$ cat config.mk
export PLATFORM = sky130hd
export DESIGN_NAME = uart_frame_tx
export DESIGN_NICKNAME = d
export VERILOG_FILES = /design/src/rtl/uart_tx_pkg.sv /design/src/rtl/tx_tick_timer.sv /design/src/rtl/tx_parity_gen.sv /design/src/rtl/tx_frame_fsm.sv /design/src/rtl/tx_line_reg.sv /design/src/rtl/uart_frame_tx.sv
export SDC_FILE = /design/constraint.sdc
export NUM_CORES = 1
export LEC_CHECK = 0
export BUFFER_PORTS_ARGS = -buffer_cell sky130_fd_sc_hd__buf_2
export CAP_MARGIN = 20
export CORE_MARGIN = 3
export CORE_UTILIZATION = 57
export CTS_BUF_LIST = sky130_fd_sc_hd__clkbuf_4 sky130_fd_sc_hd__clkbuf_8
export CTS_CLUSTER_DIAMETER = 80
export DETAILED_ROUTE_END_ITERATION = 12
export PLACE_DENSITY = 0.79
export SLEW_MARGIN = 15
export SYNTH_ARGS = -nofsm -noshare
export SYNTH_HDL_FRONTEND = slang
export SYNTH_HIERARCHICAL = 1
export SYNTH_SLANG_ARGS = --single-unit
$ cat constraint.sdc
create_clock -name clk -period 3.45 [get_ports clk]
set_clock_uncertainty 0.1 [all_clocks]
set_input_delay 0.345 -clock clk [delete_from_list [all_inputs] [get_ports clk]]
set_output_delay 0.345 -clock clk [all_outputs]
set_load 0.02 [all_outputs]
$ cat src/rtl/uart_tx_pkg.sv
package uart_tx_pkg;

  localparam int LEN_W = 2;

  typedef struct packed {
    logic [LEN_W-1:0] len;
    logic             par_en;
    logic             par_odd;
    logic             par_stick;
    logic             stop2;
  } tx_cfg_t;

  typedef enum logic [2:0] {
    ST_IDLE,
    ST_START,
    ST_DATA,
    ST_PARITY,
    ST_STOP
  } tx_state_e;

endpackage

$ cat src/rtl/tx_tick_timer.sv
module tx_tick_timer #(
  parameter int OVERSAMPLE = 16
) (
  input  logic clk,
  input  logic rst,
  input  logic run,
  input  logic clear,
  input  logic tick,
  output logic bit_end
);
  localparam int CW = $clog2(OVERSAMPLE);
  localparam logic [CW-1:0] LAST = CW'(OVERSAMPLE - 1);

  logic [CW-1:0] cnt_q;

  always_ff @(posedge clk) begin
    if (rst || clear) begin
      cnt_q <= '0;
    end else if (run && tick) begin
      cnt_q <= (cnt_q == LAST) ? '0 : cnt_q + 1'b1;
    end
  end

  assign bit_end = run && tick && (cnt_q == LAST);
endmodule

$ cat src/rtl/tx_parity_gen.sv
module tx_parity_gen
  import uart_tx_pkg::*;
#(
  parameter int DATA_W   = 8,
  parameter int MIN_BITS = 5
) (
  input  logic [DATA_W-1:0] data,
  input  logic [LEN_W-1:0]  len,
  input  logic              par_odd,
  input  logic              par_stick,
  output logic              par_bit
);
  logic [DATA_W-1:0] mask;
  logic              ones_odd;

  for (genvar g = 0; g < DATA_W; g++) begin : g_mask
    if (g < MIN_BITS) begin : g_fixed
      assign mask[g] = 1'b1;
    end else begin : g_sel
      assign mask[g] = ({1'b0, len} > (LEN_W + 1)'(g - MIN_BITS));
    end
  end

  assign ones_odd = ^(data & mask);
  assign par_bit  = par_stick ? par_odd : (ones_odd ^ par_odd);
endmodule

$ cat src/rtl/tx_frame_fsm.sv
module tx_frame_fsm
  import uart_tx_pkg::*;
#(
  parameter int DATA_W   = 8,
  parameter int MIN_BITS = 5
) (
  input  logic              clk,
  input  logic              rst,
  input  logic              bit_end,
  input  logic              fifo_valid,
  input  logic [DATA_W-1:0] fifo_data,
  input  tx_cfg_t           cfg_in,
  input  logic              par_in,
  output logic              load,
  output logic              busy,
  output logic              level_d
);
  localparam int IDX_W = $clog2(DATA_W);

  tx_state_e         state_q, state_d;
  logic [IDX_W-1:0]  idx_q, idx_d;
  logic [DATA_W-1:0] sh_q, sh_d;
  tx_cfg_t           cfg_q, cfg_d;
  logic              par_q, par_d;
  logic              level_q;
  logic              last_data, stop_more, finishing, ready;

  assign last_data = (int'(idx_q) == MIN_BITS - 1 + int'(cfg_q.len));
  assign stop_more = cfg_q.stop2 && (idx_q == '0);
  assign finishing = (state_q == ST_STOP) && bit_end && !stop_more;
  assign ready     = (state_q == ST_IDLE) || finishing;
  assign load      = ready && fifo_valid;
  assign busy      = (state_q != ST_IDLE);

  always_comb begin
    state_d = state_q;
    idx_d   = idx_q;
    sh_d    = sh_q;
    cfg_d   = cfg_q;
    par_d   = par_q;
    level_d = level_q;
    case (state_q)
      ST_IDLE: level_d = 1'b1;
      ST_START: if (bit_end) begin
        state_d = ST_DATA;
        idx_d   = '0;
        level_d = sh_q[0];
      end
      ST_DATA: if (bit_end) begin
        if (last_data) begin
          idx_d = '0;
          if (cfg_q.par_en) begin
            state_d = ST_PARITY;
            level_d = par_q;
          end else begin
            state_d = ST_STOP;
            level_d = 1'b1;
          end
        end else begin
          idx_d   = idx_q + 1'b1;
          sh_d    = sh_q >> 1;
          level_d = sh_q[1];
        end
      end
      ST_PARITY: if (bit_end) begin
        state_d = ST_STOP;
        idx_d   = '0;
        level_d = 1'b1;
      end
      ST_STOP: if (bit_end) begin
        if (stop_more) begin
          idx_d = idx_q + 1'b1;
        end else begin
          state_d = ST_IDLE;
        end
        level_d = 1'b1;
      end
      default: begin
        state_d = ST_IDLE;
        level_d = 1'b1;
      end
    endcase
    if (load) begin
      state_d = ST_START;
      idx_d   = '0;
      sh_d    = fifo_data;
      cfg_d   = cfg_in;
      par_d   = par_in;
      level_d = 1'b0;
    end
  end

  always_ff @(posedge clk) begin
    if (rst) begin
      state_q <= ST_IDLE;
      idx_q   <= '0;
      sh_q    <= '0;
      cfg_q   <= '0;
      par_q   <= 1'b0;
      level_q <= 1'b1;
    end else begin
      state_q <= state_d;
      idx_q   <= idx_d;
      sh_q    <= sh_d;
      cfg_q   <= cfg_d;
      par_q   <= par_d;
      level_q <= level_d;
    end
  end
endmodule

$ cat src/rtl/tx_line_reg.sv
module tx_line_reg (
  input  logic clk,
  input  logic rst,
  input  logic brk,
  input  logic level_d,
  output logic line_q
);
  always_ff @(posedge clk) begin
    if (rst) begin
      line_q <= 1'b1;
    end else begin
      line_q <= brk ? 1'b0 : level_d;
    end
  end
endmodule

$ cat src/rtl/uart_frame_tx.sv
module uart_frame_tx
  import uart_tx_pkg::*;
#(
  parameter int DATA_W     = 8,
  parameter int MIN_BITS   = 5,
  parameter int OVERSAMPLE = 16
) (
  input  logic              clk,
  input  logic              rst,
  input  logic              baud_tick,
  input  logic [DATA_W-1:0] fifo_data,
  input  logic              fifo_valid,
  output logic              fifo_pop,
  input  logic [LEN_W-1:0]  cfg_len,
  input  logic              cfg_par_en,
  input  logic              cfg_par_odd,
  input  logic              cfg_par_stick,
  input  logic              cfg_stop2,
  input  logic              cfg_break,
  output logic              tx_line,
  output logic              tx_busy,
  output logic              tx_empty
);
  tx_cfg_t cfg_in;
  logic    par_in, bit_end, load, level_d;

  assign cfg_in = '{len: cfg_len, par_en: cfg_par_en, par_odd: cfg_par_odd,
                    par_stick: cfg_par_stick, stop2: cfg_stop2};

  tx_parity_gen #(.DATA_W(DATA_W), .MIN_BITS(MIN_BITS)) u_par (
    .data(fifo_data), .len(cfg_len), .par_odd(cfg_par_odd),
    .par_stick(cfg_par_stick), .par_bit(par_in)
  );

  tx_tick_timer #(.OVERSAMPLE(OVERSAMPLE)) u_timer (
    .clk(clk), .rst(rst), .run(tx_busy), .clear(load),
    .tick(baud_tick), .bit_end(bit_end)
  );

  tx_frame_fsm #(.DATA_W(DATA_W), .MIN_BITS(MIN_BITS)) u_fsm (
    .clk(clk), .rst(rst), .bit_end(bit_end), .fifo_valid(fifo_valid),
    .fifo_data(fifo_data), .cfg_in(cfg_in), .par_in(par_in),
    .load(load), .busy(tx_busy), .level_d(level_d)
  );

  tx_line_reg u_line (
    .clk(clk), .rst(rst), .brk(cfg_break), .level_d(level_d), .line_q(tx_line)
  );

  assign fifo_pop = load;
  assign tx_empty = !tx_busy && !fifo_valid;
endmodule

-- Yosys cells after proc, flatten, opt, wreduce, memory -nomap -nowiden
Index checks and enable logic that the tools add are counted.
- flip-flop bits (word level): 25
- latch bits: 0
- RAM bits: 0
- ROM bits: 0
- bits of input ports: 19
- output and inout port bits: 4
- word-level logic and storage cells: 97
- memories: 0
- $add $sub $neg: 3
- multipliers: 0
- divide/modulo/power cells: 0
- $lt $le $gt $ge: 3
- equality and inequality tests: 22
- shifts and indexed selects: 0
- muxes and demuxes: 29
- bitwise operators: 3
- reductions and logical operators: 26
- operators with widths (kind ; number):
    $mux W3 ; 12
    $eq A4 B32 Y1 ; 1
    $mux W8 ; 4
    $ne A3 B2 Y1 const B ; 5
    $pmux W3 S5 ; 1
    $ne A2 B1 Y1 const B ; 7
    $reduce_and A7 Y1 ; 2
    $mux W1 ; 9
    $pmux W3 S3 ; 1
    $and A8 B8 Y8 ; 1
    $reduce_xor A8 Y1 ; 1
    $logic_and A1 B1 Y1 ; 7
    $eq A3 B2 Y1 const B ; 2
    $logic_not A3 Y1 ; 2
    $ne A2 B2 Y1 const B ; 3
    $reduce_bool A3 Y1 ; 2
    $reduce_or A2 Y1 ; 3
    $reduce_and A5 Y1 ; 1
    $add A3 B2 Y4 const A ; 1
    $add A4 B1 Y4 const B ; 1
    $eq A4 B4 Y1 const B ; 1
    $gt A2 B1 Y1 const B ; 2
    $mux W4 ; 1
    $reduce_bool A2 Y1 ; 2
    11 further kinds ; 14

-- Logic depth before layout (Yosys ltp)
- word-level depth: 9
- mapped depth: 11
- gate-level depth less buffers: 9

-- Cells and area by module
The synthesis kept the hierarchy.
- by module, submodules not included (module ; instances ; cells each ; area each (um2)):
    tx_frame_fsm ; 1 ; 145 ; 1293.7
    tx_tick_timer ; 1 ; 22 ; 201.4
    tx_parity_gen ; 1 ; 13 ; 133.9
    tx_line_reg ; 1 ; 3 ; 31.3
    uart_frame_tx ; 1 ; 1 ; 3.8

-- Worst setup path after synthesis
No wires, ideal clock.
- path kind: register to register
- from: register u_fsm.state_q[2]
- to: register u_fsm.idx_q[2]
- setup time: 88 ps
- arrival time: 1975 ps
- required time: 3262 ps
- path slack: 1287 ps
- stages on the path, launching flop included: 11
- buffers on the path: 2
- period minus slack after synthesis: 2163 ps
- path through: dfxtp_1 > buf_6 > inv_1 > nand2_1 > nand2_1 > nor2_1 > buf_2 > nand2b_1 > o22ai_1 > o2111ai_1 > a311oi_2
- cells in the longest elaborated chain, start to end: 8
- ends and longest elaborated chain (what ; RTL line ; RTL):
    start, declared ; tx_frame_fsm.sv:20 ; tx_state_e state_q, state_d;
    start signal, assigned ; tx_frame_fsm.sv:102 ; state_q <= state_d;
    $reduce_bool A3 Y1 * ; tx_frame_fsm.sv:33 ; assign busy = (state_q != ST_IDLE);
    via tx_busy ; uart_frame_tx.sv:21 ; output logic tx_busy,
    $logic_and A1 B1 Y1 * (2 in series) ; tx_tick_timer.sv:24 ; assign bit_end = run && tick && (cnt_q == LAST);
    via bit_end ; uart_frame_tx.sv:25 ; logic par_in, bit_end, load, level_d;
    $logic_and A1 B1 Y1 (2 in series) ; tx_frame_fsm.sv:30 ; assign finishing = (state_q == ST_STOP) && bit_end && !stop_more;
    $logic_or A1 B1 Y1 ; tx_frame_fsm.sv:31 ; assign ready = (state_q == ST_IDLE) || finishing;
    $logic_and A1 B1 Y1 ; tx_frame_fsm.sv:32 ; assign load = ready && fifo_valid;
    $reduce_or A2 Y1 (no source line) ; -- ;
    end signal, assigned ; tx_frame_fsm.sv:103 ; idx_q <= idx_d;
    end, declared ; tx_frame_fsm.sv:21 ; logic [IDX_W-1:0] idx_q, idx_d;
The timed path passes the listed nets; every way through them passes the cells marked *.
A chain may end at the register's enable or synchronous reset.

-- Worst setup path after layout
- from: register u_fsm.state_q[0]
- to: output port fifo_pop
- cells in the longest elaborated chain, start to end: 7
- ends and longest elaborated chain (what ; RTL line ; RTL):
    $reduce_bool A3 Y1 ; tx_frame_fsm.sv:33 ;
    $logic_and A1 B1 Y1 (2 in series) ; tx_tick_timer.sv:24 ;
    via bit_end ; uart_frame_tx.sv:25 ;
    $logic_and A1 B1 Y1 (2 in series) ; tx_frame_fsm.sv:30 ;
    $logic_or A1 B1 Y1 ; tx_frame_fsm.sv:31 ;
    $logic_and A1 B1 Y1 ; tx_frame_fsm.sv:32 ;
    end, declared ; uart_frame_tx.sv:13 ; output logic fifo_pop,
The timed path passes the listed nets, and every way through them passes these cells.

==> impl_table.tex <==
\begin{tabular}{lr}
\hline
Metric & Value \\
\hline
\multicolumn{2}{l}{\textbf{Power}} \\
\quad Post-layout total power & 0.590 mW \\
\quad Peak supply drop & 0.000294 V \\
\quad Leakage power total & 0.640 nW \\
\quad Areal power density over the cells & 332 nW/µm² \\
\multicolumn{2}{l}{\textbf{Global route}} \\
\quad Met1 usage in global routing & 31.2\% \\
\quad Number of global-route vias before repair & 1381 \\
\quad Met2 Track Usage GR & 34.7\% \\
\quad Grt total ovfl & 0 \\
\quad Grt met3 use & 4.10\% \\
\quad Wire length of the first global-routing pass & 6240 µm \\
\quad GRT Resource Usage Total & 22.9\% \\
\quad Most heavily used metal layer in global routing & met2 \\
\quad Maximum number of pins on one net before global-route repair & 20 \\
\quad Initial antenna violation count & 0 \\
\multicolumn{2}{l}{\textbf{Layout}} \\
\quad Total number of nets in the final design & 223 \\
\quad Commonest non-fill, non-tap cell in the layout & dfxtp\_1 \\
\quad Antenna diode instance count & 0 \\
\quad Commonest cells after routing, fill and taps aside & dfxtp\_1, buf\_2, a21oi\_1 \\
\quad Area growth from synthesis to layout & 6.99\% \\
\quad Fill count & 223 \\
\quad Share of cells above drive strength 1 & 21.5\% \\
\multicolumn{2}{l}{\textbf{Worst setup path}} \\
\quad Data arrival time of the critical path & 2.61 ns \\
\quad Slowest Stage Delay on Critical Path & 0.60 ns \\
\quad CP required & 3.00 ns \\
\quad Worst flop-to-flop path startpoint & u\_fsm/state\_q[0] \\
\quad Minimum setup slack among reg-to-reg paths & 0.87 ns \\
\quad Top cell family by delay on the critical path & simple AND/OR/NAND/NOR gates \\
\quad Number of buffer and inverter instances along the worst setup path & 3 \\
\quad Path type of the worst setup path & flop to output pin \\
\quad Critical-path cell list & nor2\_1 > nand2\_1 > nand2\_1 > nor2\_1 > buf\_4 > a21o\_1 > nand2\_8 > inv\_4 > buf\_2 \\
\quad Type of element capturing the critical path & output pin \\
\quad Largest driver fanout on the critical path & 14 \\
\quad Startpoint type of the worst setup path & flop \\
\quad Crit-path slowest cell & dfxtp\_1 \\
\quad Worst flop-to-flop path endpoint & u\_fsm/sh\_q[4] \\
\quad R2r worst-path depth & 9 \\
\multicolumn{2}{l}{\textbf{Clocking}} \\
\quad Clock latency on the worst-skew pair & 0.33 ns \\
\quad TritonCTS clock tree & built \\
\quad Number of buffers inserted for hold repair after clock tree synthesis & 0 \\
\quad Buffers inserted by post-CTS timing repair & 0 \\
\quad Deepest clock path buffer count & 2 \\
\quad Count of instances resized after the clock tree is built & 0 \\
\quad H-tree levels & 1 \\
\quad Clock tree sinks & 25 \\
\quad Root Driver & clkbuf\_4 \\
\quad Clock slew at the register clock pins of the worst setup and hold paths & 0.15 ns \\
\quad Clock buffers created by TritonCTS & 3 \\
\multicolumn{2}{l}{\textbf{Min path}} \\
\quad Hold Path Class & input pin to flop \\
\quad Instance count along the most critical hold path & 3 \\
\quad Capture endpoint of the worst hold path & u\_fsm/cfg\_q[3] \\
\quad Min-delay src & cfg\_par\_en \\
\multicolumn{2}{l}{\textbf{Routing}} \\
\quad Routed WL per cell & 16.0 µm \\
\quad Routed Antenna Nets & 0 \\
\quad Per-cell via count in the routed design & 6.44 \\
\quad Drc violations & 0 \\
\quad First-iteration detailed-routing DRC count & 61 \\
\quad Initial DRT Pass Iterations & 6 \\
\quad Number of vias in the routed layout & 1482 \\
\quad Total Wirelength & 3690 µm \\
\multicolumn{2}{l}{\textbf{Synth}} \\
\quad Synthesized instance count & 184 \\
\quad Synthesized cell area & 1660 µm² \\
\quad Flops \& latches, synth & 25 \\
\quad Synth Flop Type & dfxtp\_1 \\
\quad Async SR Flop Fraction & 0\% \\
\quad Net count after synthesis & 206 \\
\quad Mapped Avg Cell Area & 9.04 µm² \\
\quad Count of different cell masters after synthesis & 55 \\
\quad Count of yosys warnings during synthesis & 6 \\
\quad EDFF count, synth & 0 \\
\quad Part of the Yosys area used for sequential elements & 30.1\% \\
\multicolumn{2}{l}{\textbf{STA}} \\
\quad Fin Setup TNS & 0 ns \\
\quad Period Utilization, post-route & 88.7\% \\
\quad Max-Slew Margin vs Limit & 55.5\% \\
\quad Setup repair after global routing missed its margin & false \\
\quad Final hold vios & 0 \\
\quad Slew at the pin closest to its max-slew limit & 0.668 ns \\
\quad Final critical-path required period & 3.06 ns \\
\quad Final Worst Setup Slack & 0.391 ns \\
\quad Highest achievable clock rate & 327 MHz \\
\quad Final Max Tran Viols & 0 \\
\quad \# setup viols final & 0 \\
\multicolumn{2}{l}{\textbf{Placement}} \\
\quad Post-Place Setup Slack & 0.822 ns \\
\quad GP Congestion & 0.888 \\
\quad Detailed placer's ending HPWL & 2690 µm \\
\quad Count of buffers inserted at the top-level ports & 22 \\
\multicolumn{2}{l}{\textbf{Floorplanning}} \\
\quad Die Footprint & 3600 µm² \\
\quad Placeable Area & 2610 µm² \\
\quad Number of I/O pins & 23 \\
\quad Number of rows in the core area & 18 \\
\quad Initial core utilization & 63.7\% \\
\quad Horizontal die dimension & 60.0 µm \\
\quad Chip height & 60.0 µm \\
\multicolumn{2}{l}{\textbf{Run}} \\
\quad Max cap viols & 0 \\
\multicolumn{2}{l}{\textbf{Status}} \\
\quad Status & finished clean \\
\hline
\end{tabular}
[state kept, by name, indices dropped and copies added, names as in the netlist]
register	flops
u_fsm/cfg_q	4
u_fsm/idx_q	3
u_fsm/level_q	1
u_fsm/par_q	1
u_fsm/sh_q	8
u_fsm/state_q	3
u_line/line_q	1
u_timer/cnt_q	4
[layer usage]
layer  up-vias  share of wire (%)
met3         7                6.4
met1       692                 45
met4         0                1.6
met5         -                  0
met2        52                 47
li1        731                  -
[where the power goes]
part	internal [mW]	switching [mW]	total (mW)
sequential	0.306	0.0160	0.322
combinational	0.0553	0.0754	0.131
clock	0.0436	0.0936	0.137
[synth_stat cells (all sizes together) (2+ instances only)]
cell type / instances / share of area [%]
dfxtp: 25 / 30
a21oi: 16 / 5.0
nand3: 13 / 3.9
nand2: 12 / 3.7
inv: 10 / 2.4
mux2i: 9 / 5.4
o21ai: 9 / 2.7
buf: 8 / 3.3
o31ai: 7 / 3.2
nor2: 6 / 1.4
o211ai: 5 / 3.1
xnor2: 5 / 4.0
a211oi: 4 / 2.4
a31oi: 4 / 2.4
a21o: 3 / 1.4
a221oi: 3 / 2.0
clkbuf: 3 / 0.68
ha: 3 / 2.3
nand3b: 3 / 2.1
nor2b: 3 / 1.1
a211o: 2 / 1.1
and2: 2 / 0.75
nand4: 2 / 0.75
nand4bb: 2 / 1.4
nor3: 2 / 0.60
o2111ai: 2 / 1.1
o21a: 2 / 0.90
o22ai: 2 / 0.75
or3b: 2 / 1.1
xor2: 2 / 1.1
[how the worst max path moves through the flow]
stage,endpoint,cells after the start,slack (ns),startpoint
after floorplan,u_fsm/idx_q[2],10,1.29,u_fsm/state_q[2]
after global placement,fifo_pop,9,0.94,u_fsm/state_q[0]
after detailed placement,fifo_pop,9,0.82,u_fsm/state_q[0]
after CTS,fifo_pop,9,0.43,u_fsm/state_q[0]
after global routing,fifo_pop,9,0.12,u_fsm/state_q[0]
final,fifo_pop,9,0.39,u_fsm/state_q[0]
[logic make-up (layout without fill, tap and decap cells)]
group	count (synthesis)	in the layout	synth area share, %
fa+ha+maj	3	3	2.26
xor+xnor	8	8	6.39
mux	9	9	5.41
buf+inv	21	37	6.39
flops	25	25	30.1
simple gates	51	51	18.6
compound gates	67	67	30.8
[area by class of cell]
cell class	count	area (µm²)	area share, %
Clock buffer	3	22.5	1.26
Clock inverter	1	5.00	0.281
Timing Repair Buffer	23	118	6.61
Tap cell	30	37.5	2.11
Inverter	10	40.0	2.25
Multi-Input combinational cell	138	1060	59.4
Sequential cell	25	500	28.1
[stage by stage]
step,instances,instance area (µm²),hold WS (ns),utilization (%)
floorplan,184,1660,0.310,-
global placement,226,1750,0.373,67.1
detailed placement,226,1750,0.377,67.1
CTS,230,1780,0.146,68.2
global route,230,1780,0.140,68.2
finish,230,1780,0.143,68.2
[worst min-delay path: stages]
cell and delay (ns):
buf_2 0.10, nand3_1 0.05, a21oi_1 0.05
No activity file was read; power rests on OpenSTA's default activity.
